===== src/rtl/pm_slowclk_pkg.sv =====
package pm_slowclk_pkg;

  localparam int unsigned NUM_BLINK = 4;
  localparam int unsigned NUM_IDLE  = 4;
  localparam int unsigned NUM_TICKS = NUM_BLINK + 1 + NUM_IDLE + 1;

  // Ratio of a tick in a doubling family: base times 2^k.
  function automatic int unsigned scaled_div(int unsigned base, int unsigned k);
    return base << k;
  endfunction

  // Ratio of tick slot idx in the packed ordering blink, debounce, idle, override.
  function automatic int unsigned slot_div(int unsigned idx, int unsigned blink_base,
                                           int unsigned dbnc, int unsigned idle_base,
                                           int unsigned pbo);
    if (idx < NUM_BLINK) return scaled_div(blink_base, idx);
    if (idx == NUM_BLINK) return dbnc;
    if (idx < NUM_BLINK + 1 + NUM_IDLE) return scaled_div(idle_base, idx - NUM_BLINK - 1);
    return pbo;
  endfunction

endpackage


===== src/rtl/pm_tick_div.sv =====
module pm_tick_div #(
  parameter int unsigned DIV = 4
) (
  input  logic clk,
  input  logic rst_n,
  input  logic clr,
  input  logic step,
  output logic hit
);
  localparam int unsigned CW = (DIV > 1) ? $clog2(DIV) : 1;
  localparam logic [CW-1:0] LAST = CW'(DIV - 1);

  logic [CW-1:0] cnt;

  assign hit = step && (cnt == LAST);

  always_ff @(posedge clk) begin
    if (!rst_n || clr)   cnt <= '0;
    else if (step)       cnt <= hit ? '0 : cnt + 1'b1;
  end

  // the count never passes the last value of its period
  a_r4_cnt_range: assert property (@(posedge clk) disable iff (!rst_n)
    cnt <= LAST);

  // a divider fires only on a reference step
  a_r9_hit_needs_step: assert property (@(posedge clk) disable iff (!rst_n)
    hit |-> step);

  // a restart leaves the count at zero
  a_r6_clr_zero: assert property (@(posedge clk) disable iff (!rst_n)
    clr |=> (cnt == '0));
endmodule


===== src/rtl/pm_test_reg.sv =====
module pm_test_reg (
  input  logic       clk,
  input  logic       soft_rst_n,
  input  logic       wr_en,
  input  logic [7:0] wdata,
  output logic [7:0] q,
  output logic       bypass,
  output logic       mode_chg
);
  always_ff @(posedge clk) begin
    if (!soft_rst_n) q <= 8'h00;
    else if (wr_en)  q <= wdata;
  end

  assign bypass   = q[0];
  assign mode_chg = wr_en && (wdata[0] != q[0]);

  // written value appears next cycle
  a_r2_write: assert property (@(posedge clk) disable iff (!soft_rst_n)
    wr_en |=> (q == $past(wdata)));

  // without a write the register holds, whatever the system reset does
  a_r2_hold: assert property (@(posedge clk) disable iff (!soft_rst_n)
    !wr_en |=> $stable(q));
endmodule


===== src/rtl/pm_slowclk_gen.sv =====
module pm_slowclk_gen #(
  parameter int unsigned BLINK_BASE = 4,
  parameter int unsigned DBNC_DIV   = 3,
  parameter int unsigned IDLE_BASE  = 5,
  parameter int unsigned PBO_DIV    = 7
) (
  input  logic       clk,
  input  logic       rst_n,
  input  logic       soft_rst_n,
  input  logic       rtc_tick,
  input  logic       cfg_wr,
  input  logic [7:0] cfg_wdata,
  output logic [7:0] cfg_rdata,
  output logic [3:0] blink_tick,
  output logic       dbnc_tick,
  output logic [3:0] idle_tick,
  output logic       pbo_tick
);
  import pm_slowclk_pkg::*;

  localparam int unsigned NT = NUM_TICKS;

  logic          bypass;
  logic          mode_chg;
  logic          div_rst_n;
  logic [NT-1:0] div_hit;
  logic [NT-1:0] tick_d;
  logic [NT-1:0] tick_q;

  assign div_rst_n = rst_n && soft_rst_n;

  pm_test_reg u_reg (
    .clk        (clk),
    .soft_rst_n (soft_rst_n),
    .wr_en      (cfg_wr),
    .wdata      (cfg_wdata),
    .q          (cfg_rdata),
    .bypass     (bypass),
    .mode_chg   (mode_chg)
  );

  for (genvar i = 0; i < NT; i++) begin : g_div
    localparam int unsigned D = slot_div(i, BLINK_BASE, DBNC_DIV, IDLE_BASE, PBO_DIV);
    pm_tick_div #(.DIV(D)) u_div (
      .clk   (clk),
      .rst_n (div_rst_n),
      .clr   (mode_chg),
      .step  (rtc_tick),
      .hit   (div_hit[i])
    );
    assign tick_d[i] = !mode_chg && (bypass ? rtc_tick : div_hit[i]);
  end

  always_ff @(posedge clk) begin
    if (!div_rst_n) tick_q <= '0;
    else            tick_q <= tick_d;
  end

  assign blink_tick = tick_q[NUM_BLINK-1:0];
  assign dbnc_tick  = tick_q[NUM_BLINK];
  assign idle_tick  = tick_q[NUM_BLINK+NUM_IDLE:NUM_BLINK+1];
  assign pbo_tick   = tick_q[NT-1];

  // bypass mode mirrors the reference on every output
  a_r5_bypass_follow: assert property (@(posedge clk) disable iff (!div_rst_n)
    (bypass && !mode_chg) |=> (tick_q == {NT{$past(rtc_tick)}}));

  // a mode switch is followed by one quiet cycle
  a_r6_switch_quiet: assert property (@(posedge clk) disable iff (!div_rst_n)
    mode_chg |=> (tick_q == '0));

  // no reference pulse, no tick
  a_r9_no_ref_no_tick: assert property (@(posedge clk) disable iff (!div_rst_n)
    !rtc_tick |=> (tick_q == '0));

  // system reset silences ticks
  a_r7_reset_quiet: assert property (@(posedge clk)
    !rst_n |=> (tick_q == '0));
endmodule


===== config.mk =====
export PLATFORM = sky130hd
export DESIGN_NAME = pm_slowclk_gen
export DESIGN_NICKNAME = d
export VERILOG_FILES = /design/src/rtl/pm_slowclk_pkg.sv /design/src/rtl/pm_tick_div.sv /design/src/rtl/pm_test_reg.sv /design/src/rtl/pm_slowclk_gen.sv
export SDC_FILE = /design/constraint.sdc
export NUM_CORES = 1
export LEC_CHECK = 0
export ABC_AREA = 1
export BUFFER_PORTS_ARGS = -buffer_cell sky130_fd_sc_hd__buf_2
export CAP_MARGIN = 40
export CORE_ASPECT_RATIO = 1.5
export CORE_MARGIN = 2
export CORE_UTILIZATION = 30
export CTS_CLUSTER_DIAMETER = 200
export DETAILED_ROUTE_END_ITERATION = 7
export GPL_ROUTABILITY_DRIVEN = 0
export HOLD_SLACK_MARGIN = 0.05
export PLACE_DENSITY = 0.45
export RECOVER_POWER = 25
export REMOVE_ABC_BUFFERS = 1
export SETUP_SLACK_MARGIN = 0.02
export SLEW_MARGIN = 25
export SYNTH_ARGS = -nofsm -noshare
export SYNTH_HDL_FRONTEND = slang
export SYNTH_HIERARCHICAL = 1
export SYNTH_SLANG_ARGS = --single-unit
export TNS_END_PERCENT = 10

===== constraint.sdc =====
create_clock -name clk -period 1.45 [get_ports clk]
set_clock_uncertainty 0.05 [all_clocks]
set_input_delay 0.0725 -clock clk [delete_from_list [all_inputs] [get_ports clk]]
set_output_delay 0.0725 -clock clk [all_outputs]
set_load 0.005 [all_outputs]

Word-level counts from Yosys, hierarchy flattened
Index checks and enable logic that the tools add are counted.
{ "totals": {"wordCells": 78, "register_bits": 55} }
{ "op_classes": {"muxes": 20, "n_addsub": 10, "reduce_logical": 25, "eq_ne": 11} }
{ "ops": {"columns": ["cell", "n"], "rows": [
  ["$logic_and A1 B1 Y1", 22],
  ["$add A5 B1 Y5 const B", 2],
  ["$eq A5 B5 Y1 const B", 2],
  ["$mux W1", 10],
  ["$mux W5", 2],
  ["$add A3 B1 Y3 const B", 3],
  ["$eq A3 B3 Y1 const B", 3],
  ["$mux W3", 3],
  ["$add A4 B1 Y4 const B", 2],
  ["$eq A4 B4 Y1 const B", 2],
  ["$mux W4", 2],
  ["$add A6 B1 Y6 const B", 1],
  ["$eq A6 B6 Y1 const B", 1],
  ["$mux W6", 1],
  ["$add A2 B1 Y2 const B", 2],
  ["$eq A2 B2 Y1 const B", 2],
  ["$mux W2", 2],
  ["$logic_not A1 Y1", 2],
  ["$logic_or A1 B1 Y1", 1],
  ["$ne A1 B1 Y1", 1]
]} }

Longest topological paths before layout
{ "logic_depth": {"word_depth": 4, "ltp_mapped": 9, "ltp_nobuf": 9} }

By module
The synthesis kept the hierarchy.
{ "modules_own_cells": {"columns": ["mod", "area_each_um2", "seq_area_each_um2", "cells_each", "n_inst"], "rows": [
  ["pm_slowclk_gen", 381.6, 200.2, 55, 1],
  ["pm_test_reg", 370.4, 160.2, 56, 1],
  ["pm_tick_div at g_div[8].u_div", 325.3, 120.1, 52, 1],
  ["pm_tick_div at g_div[3].u_div", 275.3, 100.1, 36, 1],
  ["pm_tick_div at g_div[7].u_div", 270.3, 100.1, 40, 1],
  ["pm_tick_div at g_div[6].u_div", 230.2, 80.1, 34, 1],
  ["pm_tick_div at g_div[2].u_div", 200.2, 80.1, 30, 1],
  ["pm_tick_div at g_div[5].u_div", 176.4, 60.1, 28, 1],
  ["pm_tick_div at g_div[9].u_div", 173.9, 60.1, 28, 1],
  ["pm_tick_div at g_div[1].u_div", 151.4, 60.1, 21, 1],
  ["pm_tick_div at g_div[0].u_div", 108.9, 40.0, 16, 1],
  ["pm_tick_div at g_div[4].u_div", 95.1, 40.0, 14, 1]
]} }

Worst setup path before layout
Ideal clock, no wire load.
{ "synth_path": {"path_type": "flip-flop to flip-flop", "from": "reg u_reg.q[0]", "to": "reg g_div[3].u_div.cnt[3]", "synth_period_minus_slack_ns": 1.541, "path_slack_ns": -0.091, "path_stages_with_launch": 8, "setup_time_ns": 0.114, "n_path_buf": 0, "arrival_ns": 1.377, "path_cell_list": "dfxtp_1 nor2_1 nor2_1 inv_1 nand2_1 nor2_4 nand2_1 nor2_2"} }
{ "synth_between": {"elab_chain_cells": 3} }
{ "synth_rtl": {"columns": ["item", "line_no", "text"], "rows": [
  ["start: declaration", "pm_test_reg.sv:6", "output logic [7:0] q,"],
  ["start signal: assignment", "pm_test_reg.sv:12", "else if (wr_en) q <= wdata;"],
  ["$ne A1 B1 Y1", "pm_test_reg.sv:16", "assign mode_chg = wr_en && (wdata[0] != q[0]);"],
  ["$logic_and A1 B1 Y1", "pm_test_reg.sv:16", null],
  ["via mode_chg", "pm_slowclk_gen.sv:24", "logic mode_chg;"],
  ["$logic_or A1 B1 Y1", "pm_tick_div.sv:18", "if (!rst_n || clr) cnt <= '0;"],
  ["end signal: assignment", "pm_tick_div.sv:19", "else if (step) cnt <= hit ? '0 : cnt + 1'b1;"],
  ["end: declaration", "pm_tick_div.sv:13", "logic [CW-1:0] cnt;"]
]} }
The timed path passes the listed nets, and every way through them passes these cells.
A chain may end at the register's enable or synchronous reset.

Final worst setup path
{ "layout_path": {"from": "reg g_div[3].u_div.cnt[1]", "to": "reg tick_q[3]"} }
{ "layout_between": {"elab_chain_cells": 4} }
{ "layout_rtl": {"columns": ["item", "line_no", "text"], "rows": [
  ["$eq A5 B5 Y1", "pm_tick_div.sv:15", "assign hit = step && (cnt == LAST);"],
  ["$logic_and A1 B1 Y1", "pm_tick_div.sv:15", null],
  ["via div_hit[3]", "pm_slowclk_gen.sv:26", "logic [NT-1:0] div_hit;"],
  ["$mux W1", "pm_slowclk_gen.sv:51", "assign tick_d[i] = !mode_chg && (bypass ? rtc_tick : div_hit[i]);"],
  ["$logic_and A1 B1 Y1", "pm_slowclk_gen.sv:51", null],
  ["end signal: assignment", "pm_slowclk_gen.sv:56", "else tick_q <= tick_d;"],
  ["end: declaration", "pm_slowclk_gen.sv:28", "logic [NT-1:0] tick_q;"]
]} }
The timed path passes the listed nets, and every way through them passes these cells.

==> metrics.md <==
| Metric | Value |
|---|---|
| Status | completed |
| Register bit total from synthesis | 55 |
| Internal power of the cells | 2.30 mW |
| Max Fanout on Critical Path | 3 |
| Placed Instance Area | 0.00307 sq mm |
| Minimum hold slack | 106 ps |
| Core outline area | 0.00888 sq mm |
| Area delta synth->final | 19.6% |
| Max-cap violations | 0 |
| Via count | 2401 |
| Count of TritonRoute iterations in the first routing pass | 4 |
| Post-layout minimum cycle time | 1330 ps |
| Part of the total power dissipated in the clock network | 38.7% |
| Part of the power in registers | 51.5% |
| Die boundary width | 82.3 microns |
| Worst Max-Slew Pin Slew | 374 ps |
| Vias per cell | 4.22 |
| Leak pwr | 1.69 nW |
| Number of cells produced by synthesis | 410 |
| Total wire length after detailed routing | 5.41 mm |
| I/O pins | 31 |
| Startpoint type of the worst setup path | flop |
| Largest net degree at the start of global routing | 38 |
| Cells along the critical path | ha_2 -> and3_1 -> ha_2 -> nand2_4 -> inv_2 -> nand2_1 -> nand2_1 -> nand2_1 -> inv_1 |
| Number of buffers on the longest clock path | 2 |
| Count of yosys warnings during synthesis | 6 |
| Switching component of the power | 748 uW |
| Clk sink count | 55 |
| Average cell area after synthesis | 6.73 sq um |
| Worst endpoint required time | 1650 ps |
| H-tree levels | 2 |
| Upper clock frequency limit | 752 MHz |
| Overall track demand over capacity in global routing | 12.4% |
| Number of input and output port buffers inserted | 30 |
| Largest stage delay on the critical path | 350 ps |
| Gr ovfl total | 0 |
| Die Height | 121 microns |
| Die Area | 0.0100 sq mm |
| EDFF count, synth | 0 |
| Number of clock buffers inserted by TritonCTS | 5 |
| Post-detailed-placement half-perimeter wirelength | 3.97 mm |
| Cell area after layout | 0.00330 sq mm |
| Fraction of registers with async set or reset after synthesis | 0% |
| Category of the critical setup timing path | flop to flop |
| Insertion delay of the later-clocked pin in the worst-skew pair | 290 ps |
| Count of inserted antenna diode cells | 0 |
| Most repeated library cell on the critical path | sky130_fd_sc_hd__nand2_1 |
| Ratio of cells with drive above 1 in the final layout | 16.8% |
| Register clock-pin slew on the reported worst setup and hold paths | 70 ps |
| Post-layout nets | 485 |
| Utilization after layout | 37.2% |
| Combined buffer and inverter count along the critical path | 2 |
| Setup repair after global routing missed its margin | yes |
| Peak ir drop on the vdd network | 0.488 mV |
| Pins over their slew limit | 0 |
| Path category of the worst min-delay check | primary input to flop |
| TritonCTS clock tree | done |
| Final critical-path share of the clock period | 91.7% |
| Worst relative slew slack | 75.0% |
| Sum of internal, switching and leakage power | 3.05 mW |
| Fraction of the yosys area taken by sequential cells | 39.9% |
| WL/cell | 9.51 microns |
| Hold Violations, Final | 0 |
| Setup-violating endpoint count in the final report | 0 |
| Wire length of the first global-routing pass | 9.60 mm |
| Post-detailed-route count of antenna-violating nets | 0 |
| Starting utilization of the core area | 31.1% |
| WP data arrival | 1520 ps |
| Relative contribution of combinational cells to total power | 9.8% |
| Initial antenna violation count | 0 |
| Initial DRC count | 77 |
| Clock root buffer master | sky130_fd_sc_hd__clkbuf_16 |
| Count of different cell masters after synthesis | 24 |
| Critical Path Slowest Stage Cell | sky130_fd_sc_hd__dfxtp_1 |
| Areal power density over the cells | 924 mW/mm^2 |
| Vias in the first global route | 2237 |
| Syn Std Cell Area | 0.00276 sq mm |
| Type of element capturing the critical path | flop |
| Top FF cell, synth | sky130_fd_sc_hd__dfxtp_1 |
| Core Rows | 42 |
| Post-CTS Setup Inserts | 0 |
| Fraction of power spent switching nets | 24.5% |
| Setup tns final | 0 ps |
| Cell class contributing the biggest share of worst-path delay | adder cells |
| Post-route DRC | 0 |
## cells in the mapped netlist, types with 5 or more instances
master / number / area (sq um)
sky130_fd_sc_hd__a21oi_1: 13 / 65.1
sky130_fd_sc_hd__nor2_2: 12 / 75.1
sky130_fd_sc_hd__nand3_1: 20 / 100
sky130_fd_sc_hd__o21ai_1: 5 / 25.0
sky130_fd_sc_hd__ha_1: 14 / 175
sky130_fd_sc_hd__nor2_1: 57 / 214
sky130_fd_sc_hd__nand2_2: 10 / 62.6
sky130_fd_sc_hd__inv_1: 76 / 285
sky130_fd_sc_hd__dfxtp_1: 55 / 1100
sky130_fd_sc_hd__nand2_1: 122 / 458
## cell families (layout without fill, tap and decap cells)
group,Yosys count,after routing,synth area share [%]
flops,55,55,39.9
buf+inv,84,133,12.5
xor+xnor,2,2,0.635
simple gates,232,232,36.2
fa+ha+maj,14,14,6.35
compound gates,23,23,4.40
## tightest hold or removal path, delay by kind of cell
| family | cells | cell delay [ps] |
|---|---|---|
| AOI/OAI and AO/OA | 1 | 50 |
| buffers and inverters | 1 | 190 |
| and+or+nand+nor | 1 | 90 |
## worst paths after layout
| kind | cells after the start | startpoint | end | slack (ps) |
|---|---|---|---|---|
| worst max-delay path | 9 | g_div[3].u_div/cnt[1] | tick_q[3] | 120 |
| worst min-delay path | 3 | rtc_tick | g_div[8].u_div/cnt[1] | 110 |
| worst max register to register | 9 | g_div[3].u_div/cnt[1] | tick_q[3] | 120 |
| worst min register to register | 2 | g_div[1].u_div/cnt[1] | g_div[1].u_div/cnt[1] | 420 |
## state kept, by name (all words and copies together), names as in the netlist
signal,cells
tick_q,10
u_reg/q,8
g_div.u_div/cnt,37
## final cells by class
class	instances	area, sq um
fill	959	5580
multi-input combinational	271	1320
sequential	55	1100
timing repair buffer	46	300
inverter	79	297
tap	110	138
clock buffer	5	125
clock inverter	3	15.0
## placed cells by master (no fill, tap or decap), types with 5 or more instances in the layout
master | Yosys | final
sky130_fd_sc_hd__inv_1 | 76 | 76
sky130_fd_sc_hd__buf_2 | 0 | 25
sky130_fd_sc_hd__nand2_2 | 10 | 12
sky130_fd_sc_hd__nor2_2 | 12 | 12
sky130_fd_sc_hd__nand3_1 | 20 | 20
sky130_fd_sc_hd__buf_4 | 2 | 6
sky130_fd_sc_hd__nand2_1 | 122 | 120
sky130_fd_sc_hd__dfxtp_1 | 55 | 54
sky130_fd_sc_hd__a21oi_1 | 13 | 13
sky130_fd_sc_hd__ha_1 | 14 | 12
sky130_fd_sc_hd__dlygate4sd3_1 | 0 | 8
sky130_fd_sc_hd__clkbuf_1 | 0 | 5
sky130_fd_sc_hd__clkbuf_16 | 0 | 5
sky130_fd_sc_hd__nor2_1 | 57 | 57
sky130_fd_sc_hd__o21ai_1 | 5 | 5
## power by group through the flow
| stage | Combinational (mW) | Clock (mW) | Sequential, mW |
|---|---|---|---|
| floorplan | 0.152 | 0 | 1.61 |
| global placement | 0.282 | 0 | 1.61 |
| detailed placement | 0.285 | 0 | 1.61 |
| CTS | 0.302 | 1.24 | 1.57 |
| global route | 0.346 | 1.30 | 1.58 |
| finish | 0.299 | 1.18 | 1.57 |
## per-stage QoR
stage	setup slack, ps	std cells
finish	121	569
global route	-6.31	569
CTS	48.6	569
detailed placement	75.3	553
global placement	83.1	553
floorplan	-111	405
## layer usage
metal	vias up	track usage, %	wire length (microns)
met5	-	0	0
met2	37	21.8	2710
li1	1312	-	-
met4	0	5.52	102
met3	5	3.05	211
met1	1047	13.4	2380
## what timing repair did
action | 4_1_cts | 5_1_grt
hold buffers | 8 | 0
hold endpoints to repair | 8 | 0
gates resized for setup | 0 | 6
setup endpoints to repair | 0 | 18
(Power assumes the default switching activity.)
